===== src/rtl/drive_cal_pkg.sv =====
package drive_cal_pkg;

  // One saturating step toward the target: too strong lowers, too weak raises.
  function automatic int unsigned cal_step(int unsigned cur, logic too_strong,
                                           int unsigned top);
    if (too_strong) return (cur == 0) ? 0 : cur - 1;
    return (cur >= top) ? top : cur + 1;
  endfunction

  function automatic int unsigned cal_mid(int unsigned width);
    return 1 << (width - 1);
  endfunction

endpackage


===== src/rtl/drive_cal_startup.sv =====
module drive_cal_startup #(
  parameter int unsigned STARTUP = 32768
) (
  input  logic clk,
  input  logic rst_n,
  output logic done_o
);
  localparam int unsigned SW = $clog2(STARTUP + 1);
  localparam logic [SW-1:0] LAST = SW'(STARTUP - 1);

  logic [SW-1:0] cnt_q;
  logic          done_q;
  logic          hit_w;

  assign hit_w = (cnt_q == LAST);

  always_ff @(posedge clk or negedge rst_n) begin
    if (!rst_n) begin
      cnt_q  <= '0;
      done_q <= 1'b0;
    end else if (!done_q) begin
      cnt_q  <= cnt_q + 1'b1;
      done_q <= hit_w;
    end
  end

  assign done_o = done_q;
endmodule


===== src/rtl/drive_cal_period.sv =====
module drive_cal_period #(
  parameter int unsigned PERIOD = 1024
) (
  input  logic clk,
  input  logic rst_n,
  output logic wrap_o,
  output logic req_o
);
  localparam int unsigned PW = (PERIOD > 2) ? $clog2(PERIOD) : 1;
  localparam logic [PW-1:0] LAST = PW'(PERIOD - 1);

  logic [PW-1:0] cnt_q;
  logic          req_q;

  assign wrap_o = (cnt_q == LAST);

  always_ff @(posedge clk or negedge rst_n) begin
    if (!rst_n) begin
      cnt_q <= '0;
      req_q <= 1'b0;
    end else begin
      cnt_q <= wrap_o ? '0 : cnt_q + 1'b1;
      req_q <= wrap_o;
    end
  end

  assign req_o = req_q;
endmodule


===== src/rtl/drive_cal_stepper.sv =====
module drive_cal_stepper
  import drive_cal_pkg::*;
#(
  parameter int unsigned CODE_W = 5
) (
  input  logic              clk,
  input  logic              rst_n,
  input  logic              wrap_i,
  input  logic              cmp_valid_i,
  input  logic              cmp_strong_i,
  output logic [CODE_W-1:0] code_o,
  output logic              pending_o,
  output logic              accept_o
);
  localparam int unsigned TOP = (1 << CODE_W) - 1;
  localparam logic [CODE_W-1:0] MID = CODE_W'(cal_mid(CODE_W));

  logic [CODE_W-1:0] code_q;
  logic              pend_q;

  assign accept_o = cmp_valid_i & pend_q;

  always_ff @(posedge clk or negedge rst_n) begin
    if (!rst_n) begin
      code_q <= MID;
      pend_q <= 1'b0;
    end else begin
      pend_q <= wrap_i | (pend_q & ~accept_o);
      if (accept_o)
        code_q <= CODE_W'(cal_step(int'(code_q), cmp_strong_i, TOP));
    end
  end

  assign code_o    = code_q;
  assign pending_o = pend_q;
endmodule


===== src/rtl/drive_cal_ctrl.sv =====
module drive_cal_ctrl #(
  parameter int unsigned CODE_W  = 5,
  parameter int unsigned PERIOD  = 1024,
  parameter int unsigned STARTUP = 32768
) (
  input  logic              clk,
  input  logic              rst_n,
  input  logic              cmp_valid_i,
  input  logic              cmp_strong_i,
  output logic [CODE_W-1:0] code_o,
  output logic              eval_req_o,
  output logic              calibrated_o
);
  logic wrap_w;
  logic pend_w;
  logic acc_w;

  drive_cal_startup #(.STARTUP(STARTUP)) u_startup (
    .clk(clk), .rst_n(rst_n), .done_o(calibrated_o)
  );

  drive_cal_period #(.PERIOD(PERIOD)) u_period (
    .clk(clk), .rst_n(rst_n), .wrap_o(wrap_w), .req_o(eval_req_o)
  );

  drive_cal_stepper #(.CODE_W(CODE_W)) u_step (
    .clk(clk), .rst_n(rst_n), .wrap_i(wrap_w),
    .cmp_valid_i(cmp_valid_i), .cmp_strong_i(cmp_strong_i),
    .code_o(code_o), .pending_o(pend_w), .accept_o(acc_w)
  );
endmodule


===== config.mk =====
export PLATFORM = sky130hd
export DESIGN_NAME = drive_cal_ctrl
export DESIGN_NICKNAME = d
export VERILOG_FILES = /design/src/rtl/drive_cal_pkg.sv /design/src/rtl/drive_cal_startup.sv /design/src/rtl/drive_cal_period.sv /design/src/rtl/drive_cal_stepper.sv /design/src/rtl/drive_cal_ctrl.sv
export SDC_FILE = /design/constraint.sdc
export NUM_CORES = 1
export LEC_CHECK = 0
export ABC_AREA = 1
export BUFFER_PORTS_ARGS = -buffer_cell sky130_fd_sc_hd__buf_2
export CAP_MARGIN = 20
export CORE_MARGIN = 10
export CORE_UTILIZATION = 40
export CTS_BUF_LIST = sky130_fd_sc_hd__clkbuf_8 sky130_fd_sc_hd__clkbuf_16
export CTS_CLUSTER_DIAMETER = 50
export DETAILED_ROUTE_END_ITERATION = 10
export HOLD_SLACK_MARGIN = 0.15
export SLEW_MARGIN = 0
export SYNTH_ARGS = -nofsm -noshare
export SYNTH_HDL_FRONTEND = slang
export SYNTH_HIERARCHICAL = 1
export SYNTH_SLANG_ARGS = --single-unit

===== constraint.sdc =====
create_clock -name clk -period 3.43 [get_ports clk]
set_input_delay 0.5145 -clock clk [delete_from_list [all_inputs] [get_ports clk]]
set_output_delay 0.5145 -clock clk [all_outputs]
set_load 0.005 [all_outputs]

==> flow_summary.toml, run 1 <==
[worst_setup_path]
worstRegToRegCells = 8
critPathMaxFanout = 9
cp_num_buf_inv = 1
critPathTopFamily = "flip-flops"
cp_data_arrival_time_ns = 1.00
cp_num_cells = 1
crit_path_cell_trace = "buf_2"
endpoint_kind = "primary output"
startpoint_type = "register"
slowest_delay_ns = 0.54
worstSetupPathType = "register to primary output"
crit_required_ns = 2.92
cp_slowest_cell = "dfrtp_1"

[grt]
first_global_vias = 1366
grt_first_pass_wirelength_um = 5960
track_usage_pct = 9.57
grt_max_degree = 35
antenna_found_initial = 0
grt-ovfl-total = 0

[layout]
antennaDiodeCount = 0
fin_nets = 260
layout-drive-gt1-share_pct = 17.5
final_cell_mix = "nand2_1, dfrtp_1, inv_1, nor2_1, nand3_1"
areaGrowthSynthToFinish_pct = 11.8
layout_commonest_cell = "nand2_1"

[sta]
fin_ws_ns = 1.91
max_freq_mhz = 659
finalHoldViolCount = 0
maxSlewViolCount = 0
min_period_ns = 1.52
fin_skew_ns = 0.00638
finalSetupTns_ns = 0
setup_viol = 0
timing.final.crit_share_pct = 44.2
worst-slew-pin-transition_ns = 0.739
maxSlewHeadroom_pct = 50.7
grt_setup_unrepaired = "no"

[route]
drtIter0Drc = 77
drt-total-wl_um = 3260
routedWlPerCell_um = 10.7
avgViaCountPerCell = 4.66
ant_nets = 0
drc = 0
first_pass_iters = 4
num_vias = 1416

[logic_synthesis]
async_flop_share_pct = 100
synth_xor_area_share_pct = 7.02
synth_compound_area_share_pct = 4.21
synth-edff-count = 0
yosys_warnings = 6
synth.area.top_cells = "dfrtp_1, nand2_1, nor2_1, inv_1, xor2_1"
syn-instance-count = 235
synthMuxAreaShare_pct = 0
netlist.area_leader.share_pct = 44.1
yosysSeqAreaShare_pct = 45.5
synth_cell_types = 27
synth_area_per_cell_um2 = 7.97
synth_area_leader_cell = "dfrtp_1"
netlist_area_um2 = 1870
synthAdderAreaFrac_pct = 3.34
synthSimpleGateAreaFrac_pct = 32.1
ys_ff_latch = 34
syn_nets = 244
synth_top_family_by_area = "simple AND/OR/NAND/NOR gates"
synth_ff_type = "dfrtp_1"

[clock_tree]
cts-root-buf = "clkbuf_8"
cts_sinks = 34
cts_tree = "yes"
clkTransAtPathRegs_ns = 0.07
ctsResizeCount = 0
cts_buffers = 5
postCtsHoldBufs = 0
h-tree-depth = 2
insertion_delay_ns = 0.29
clockBufferDepth = 2
cts_setup_buffers = 0

[power]
powerDensity_nw_per_um2 = 405
p_clk_share_pct = 44.4
intPower_uw = 662
power.switching_uw = 185
switching_share_pct = 21.8
leakage_uw = 0.00110
pwr-share-seq_pct = 49.2
power_frac_comb_pct = 6.4
ir_worst_vdd_mv = 0.236

[placement]
dp_worst_setup_slack_ns = 1.99
routabilityCongestion = 0.811
dpl.hpwl_um = 2430
io_buffers = 10

[die]
die_y_um = 88.4
fp-row-count = 24
dieWidth_um = 88.4
die_area_um2 = 7820
pin_count = 11
core_um2 = 4440
initial_core_util_pct = 42.1

[status]
outcome = "complete, no violations"

[flow_run]
maxCapViolCount = 0

[hold_path]
holdCritPathClass = "input pin to async pin"
[through the flow]
stage                     util (%)  std cells  hold WS, ns  instance area [um^2]  power, uW
final                         47.1        304        0.280                  2090        847
after global routing          47.1        304        0.342                  2090        889
after CTS                     47.1        304        0.313                  2090        864
after detailed placement      44.5        296        0.466                  1980        480
after global placement        44.5        296        0.455                  1980        481
after floorplan                  -        235        0.219                  1870        455
[power groups by stage]
stage	Combinational, uW	Clock [uW]	Sequential [uW]
global route	63.5	407	418
detailed placement	55.3	0	425
global placement	56.7	0	424
finish	54.1	376	417
floorplan	31.9	0	423
CTS	55.6	391	417
[per-layer routing]
metal / routed length [um] / share of wire, % / vias up / track usage (%)
li1: - / - / 756 / -
met1: 1570 / 48 / 633 / 12.1
met2: 1430 / 44 / 21 / 14.2
met3: 205 / 6.3 / 6 / 2.94
met4: 56 / 1.7 / 0 / 5.29
met5: 0 / 0 / - / 0
[synthesized netlist by cell type (2+ instances only)]
cell type / number
a21oi_1: 5
dfrtp_1: 33
ha_1: 5
inv_1: 31
inv_2: 4
nand2_1: 56
nand2_2: 12
nand3_1: 16
nand4_1: 2
nor2_1: 32
nor2_2: 3
nor2_4: 3
nor3_1: 2
o21ai_0: 5
xnor2_1: 4
xor2_1: 11
[cell families after synthesis]
logic type,Yosys count
AO/OA/AOI/OAI,14
adder cells (fa/ha/maj),5
flip-flops,34
AND/OR/NAND/NOR,130
XOR/XNOR,15
buffers and inverters,37
[sequential cells by signal, indices dropped and copies added, names as in the netlist]
name / count
u_startup/done_o: 1
u_period/cnt_q: 10
u_period/req_o: 1
u_step/code_o: 5
u_step/pending_o: 1
u_startup/cnt_q: 16
[area by class of cell]
cell class / count / area, um^2
Sequential cell: 34 / 852
Timing Repair Buffer: 10 / 50.0
Clock buffer: 6 / 82.6
Inverter: 36 / 135
Multi-Input combinational cell: 164 / 873
Fill cell: 468 / 2350
Clock inverter: 2 / 33.8
Tap cell: 52 / 65.1
[path summary, 6_finish.rpt]
check                                           startpoint  slack (ns)                              end
max in group asynchronous                            rst_n        2.66  u_startup/cnt_q[13]$_DFFE_PN0N_
max reg2reg                   u_step/code_o[0]$_DFFE_PN0P_        2.02     u_step/code_o[3]$_DFFE_PN0P_
max                             u_startup/done_o$_DFF_PN0_        1.91                     calibrated_o
min in group clk                               cmp_valid_i        0.41       u_step/pending_o$_DFF_PN0_
min                                                  rst_n        0.28      u_period/cnt_q[2]$_DFF_PN0_
min reg2reg                u_startup/cnt_q[15]$_DFFE_PN0N_        0.47  u_startup/cnt_q[15]$_DFFE_PN0N_
Power figures use the tool's default switching activity.
==> inputs of run 2 (changes only) <==
Clock period 3.43 ns to 1.4 ns, I/O delays scaled along.
==> run 2 against run 1 <==
Against the previous run:
- flip-flop and latch count unchanged
- power grew to 2.7 times the previous value
- count of clock-buffer cells in the layout shrank 1
- register-to-register slack worse by 1.9 ns
- critical path depth grew 7
- via count up 1.1%
- clock power grew to 2.9 times the previous value
- cell area increased by 5.7%
- core utilization increased by 2.7 points
==> flow_summary.toml, run 2 (synthesized netlist as in run 1, its figures left out) <==
[route]
drtIter0Drc = 64
avgViaCountPerCell = 4.58
routedWlPerCell_um = 10.5
drc = 0
drt-total-wl_um = 3280
num_vias = 1432
ant_nets = 0
first_pass_iters = 4

[sta]
max_freq_mhz = 762
worst-slew-pin-transition_ns = 0.414
maxSlewHeadroom_pct = 72.4
timing.final.crit_share_pct = 93.7
finalSetupTns_ns = 0
setup_viol = 0
fin_skew_ns = 0.00945
maxSlewViolCount = 0
grt_setup_unrepaired = "yes"
fin_ws_ns = 0.0884
finalHoldWorstSlack_ns = 0.267
finalHoldViolCount = 0
min_period_ns = 1.31

[clock_tree]
clkTransAtPathRegs_ns = 0.08
cts_tree = "yes"
insertion_delay_ns = 0.29
h-tree-depth = 2
cts-root-buf = "clkbuf_8"
cts_sinks = 34
cts_buffers = 5
clockBufferDepth = 2

[power]
leakage_uw = 0.00115
ir_worst_vdd_mv = 0.656
powerDensity_nw_per_um2 = 1030
total_power_uw = 2280

[layout]
top_register = "u_startup/cnt_q"
multiInputGateArea_um2 = 898
fill_cells = 427
layout-drive-gt1-share_pct = 22.6
largest_register_ffs = 16
final-seq-area_um2 = 852
areaGrowthSynthToFinish_pct = 18.1
layout_commonest_cell = "nand2_1"
final_cell_mix = "nand2_1, dfrtp_1, inv_1, nor2_1, nand3_1"
antennaDiodeCount = 0
fin_nets = 269
fin_area_um2 = 2210

[die]
initial_core_util_pct = 42.1
pin_count = 11
fp-row-count = 24
dieWidth_um = 88.4
die_area_um2 = 7820
core_um2 = 4440
die_y_um = 88.4

[flow_run]
maxCapViolCount = 0

[worst_setup_path]
startpoint_type = "register"
endpoint_kind = "register"
crit_required_ns = 1.59
r2r_slack_ns = 0.09
critPathMaxFanout = 4
cp_data_arrival_time_ns = 1.50
worstSetupPathType = "register to register"

[grt]
grt-ovfl-total = 0
first_global_vias = 1398
antenna_found_initial = 0
track_usage_pct = 9.63
grt_first_pass_wirelength_um = 6120
grt_max_degree = 20

[placement]
dp_worst_setup_slack_ns = 0.0400
placed_area_um2 = 2010
dpl.hpwl_um = 2480
routabilityCongestion = 0.829
io_buffers = 10

[hold_path]
holdCritPathClass = "input pin to register"

[status]
outcome = "complete, no violations"
-- run 2: final timing paths --
check | from | cells past startpoint | endpoint
max in group asynchronous | rst_n | 3 | u_startup/cnt_q[13]$_DFFE_PN0N_
min in group asynchronous | rst_n | 2 | u_period/cnt_q[2]$_DFF_PN0_
hold reg to reg | u_startup/cnt_q[15]$_DFFE_PN0N_ | 2 | u_startup/cnt_q[15]$_DFFE_PN0N_
hold / removal | cmp_strong_i | 4 | u_step/code_o[0]$_DFFE_PN0P_
setup / recovery | u_step/code_o[0]$_DFFE_PN0P_ | 8 | u_step/code_o[3]$_DFFE_PN0P_
setup reg to reg | u_step/code_o[0]$_DFFE_PN0P_ | 8 | u_step/code_o[3]$_DFFE_PN0P_
-- run 2: worst max-delay path, cell delays in order (launching register included) --
cell and delay [ns]:
dfrtp_1 0.39, buf_4 0.14, inv_1 0.12, ha_4 0.16, nand3_1 0.12, nand2_1 0.08, nand2_1 0.07, nand3_1 0.08
nand2_1 0.05
-- run 2: area by class of cell --
type / instances / share of cell area [%]
well taps: 52 / 2.94
flip-flops and latches: 34 / 38.5
inverters: 36 / 6.11
multi-input cells: 164 / 40.6
clock buffers: 5 / 3.11
clock inverters: 3 / 3.11
repair buffers: 19 / 5.55
-- run 2: power breakdown --
group	total [uW]	internal, uW	switching (uW)
logic	185	86.1	98.6
clock network	1080	713	370
registers	1020	997	19.0
total	2280	1800	488
-- run 2: layer usage --
layer	track usage (%)	vias up	routed length (um)
li1	-	774	-
met1	13.0	634	1670
met2	14.0	18	1370
met3	3.13	6	180
met4	3.52	0	50
met5	0	-	0
-- run 2: metrics by stage --
stage	instances	util (%)
finish	313	49.7
global route	313	49.7
CTS	311	48.8
detailed placement	301	45.3
global placement	301	45.3
floorplan	235	-
-- run 2: timing repair --
action | in CTS | in global routing
gates resized for setup | 0 | 9
endpoints found under the setup margin | 0 | 7
hold buffers | 2 | 0
hold endpoints to repair | 17 | 0
setup buffers | 0 | 2
==> inputs of run 3 (changes only) <==
Settings changed: REMOVE_ABC_BUFFERS set to 1.
Clock period 1.4 ns to 1.59 ns, I/O delays scaled along.
==> run 3 against run 2 <==
Against the previous run:
- cell area fell by 4.0%
- count of clock-buffer cells in the layout did not move
- die area unchanged
- combinational power fell by 32%
- maximum frequency decreased by 8.3%
- critical path depth is the same
- clock skew shrank 0.0042 ns
- first-iteration DRC count unchanged
- core utilization fell by 2.0 points
- hold slack improved by 0.050 ns
- power shrank 22%
- critical path type unchanged
- largest cell class unchanged
==> flow_summary.toml, run 3 (synthesized netlist as in run 1, its figures left out) <==
[grt]
antenna_found_initial = 0
first_global_vias = 1448
grt_first_pass_wirelength_um = 6370
grt_max_degree = 20
track_usage_pct = 10.1
grt-ovfl-total = 0

[clock_tree]
cts_tree = "yes"
clkTransAtPathRegs_ns = 0.07
cts_sinks = 34
h-tree-depth = 2
insertion_delay_ns = 0.28
cts-root-buf = "clkbuf_8"
clockBufferDepth = 2
cts_buffers = 5

[power]
pwr-share-seq_pct = 50.4
switching_share_pct = 22.2
powerDensity_nw_per_um2 = 840
ir_worst_vdd_mv = 0.420
leakage_uw = 0.00112
total_power_uw = 1780
p_clk_share_pct = 42.5
power_frac_comb_pct = 7.1
power.switching_uw = 395
intPower_uw = 1390

[worst_setup_path]
worstSetupPathType = "register to register"
r2r_slack_ns = 0.16
r2r_end = "u_step/code_o[3]$_DFFE_PN0P_"
startpoint_type = "register"
critPathMaxFanout = 6
worstRegToRegCells = 8
rr_startpoint = "u_step/code_o[0]$_DFFE_PN0P_"
cp_data_arrival_time_ns = 1.60
endpoint_kind = "register"
crit_required_ns = 1.76

[placement]
dp_worst_setup_slack_ns = 0.170
placed_area_um2 = 2000
dpl.hpwl_um = 2590
io_buffers = 10
routabilityCongestion = 0.891

[layout]
antennaDiodeCount = 0
fill_cells = 452
areaGrowthSynthToFinish_pct = 13.4
fin_util_pct = 47.7
fin_area_um2 = 2120
layout-drive-gt1-share_pct = 17.6
fin_nets = 263
layout_commonest_cell = "nand2_1"
largest_register_ffs = 16
final_cell_mix = "nand2_1, inv_1, dfrtp_1"
top_register = "u_startup/cnt_q"

[sta]
finalSetupTns_ns = 0
fin_skew_ns = 0.00530
timing.final.crit_share_pct = 90.0
finalHoldViolCount = 0
min_period_ns = 1.43
maxSlewViolCount = 0
grt_setup_unrepaired = "no"
worst-slew-pin-transition_ns = 0.392
max_freq_mhz = 699
fin_ws_ns = 0.159
setup_viol = 0
maxSlewHeadroom_pct = 73.9

[die]
die_area_um2 = 7820
pin_count = 11
dieWidth_um = 88.4
initial_core_util_pct = 42.1
core_um2 = 4440
die_y_um = 88.4
fp-row-count = 24

[route]
avgViaCountPerCell = 4.63
num_vias = 1422
drtIter0Drc = 64
ant_nets = 0
drt-total-wl_um = 3410
first_pass_iters = 4
routedWlPerCell_um = 11.1
drc = 0

[flow_run]
maxCapViolCount = 0

[hold_path]
hold_start = "cmp_strong_i"
holdCritPathClass = "input pin to register"
whs_path_depth = 4
hold_end = "u_step/code_o[2]$_DFFE_PN0P_"

[status]
outcome = "complete, no violations"
## run 3: changes by cell type in the layout (fill, tap and decap cells not counted), sizes merged
| cell | delta |
|---|---|
| clkinv | -1 |
| bufinv | -1 |
| inv | +2 |
| buf | -6 |
## run 3: cell type report
cell class	instances	area, um^2	share of cell area [%]
Clock buffer	5	68.8	3.24
Multi-Input combinational cell	164	873	41.2
Timing Repair Buffer	13	90.1	4.25
Clock inverter	3	37.5	1.77
Inverter	36	135	6.37
Tap cell	52	65.1	3.07
Sequential cell	34	852	40.2
## run 3: power by group through the flow
| stage | Sequential [uW] | Clock, uW | Combinational (uW) |
|---|---|---|---|
| after global routing | 902 | 824 | 149 |
| after floorplan | 914 | 0 | 68.8 |
| after detailed placement | 916 | 0 | 126 |
| after global placement | 915 | 0 | 127 |
| after CTS | 899 | 786 | 130 |
| final | 899 | 758 | 126 |
## run 3: how the worst max path moves through the flow
stage,from,endpoint,cells past startpoint
finish,u_step/code_o[0]$_DFFE_PN0P_,u_step/code_o[3]$_DFFE_PN0P_,8
global route,u_step/code_o[0]$_DFFE_PN0P_,u_step/code_o[3]$_DFFE_PN0P_,8
CTS,cmp_valid_i,u_step/code_o[0]$_DFFE_PN0P_,8
detailed placement,u_step/code_o[0]$_DFFE_PN0P_,u_step/code_o[3]$_DFFE_PN0P_,8
global placement,u_step/code_o[0]$_DFFE_PN0P_,u_step/code_o[3]$_DFFE_PN0P_,8
floorplan,u_step/code_o[0]$_DFFE_PN0P_,u_step/code_o[3]$_DFFE_PN0P_,8
## run 3: what timing repair did
action / 4_1_cts / 5_1_grt
setup buffers: 0 / 0
gates resized for setup: 0 / 1
hold endpoints to repair: 16 / 0
hold buffers: 2 / 0
setup endpoints to repair: 0 / 1
## run 3: metrics by stage
step / hold WS (ns) / std cells
floorplan: -0.0571 / 234
global placement: 0.187 / 297
global route: 0.364 / 307
finish: 0.318 / 307
detailed placement: 0.190 / 297
CTS: 0.304 / 307
## run 3: worst max-delay path: stages (launching register included)
cell and delay, ns:
dfrtp_1 0.43, ha_1 0.24, inv_1 0.06, nor2_1 0.04
ha_1 0.16, inv_1 0.08, nand2_2 0.08, o21ai_0 0.16
nand2_1 0.06
## run 3: metal layers
metal  up-vias  share of wire, %  global-route usage [%]
met5         -                 0                       0
met4         0              0.73                    4.55
met3         2               3.4                    2.94
met2        13                46                    15.9
met1       647                50                    12.5
li1        760                 -                       -
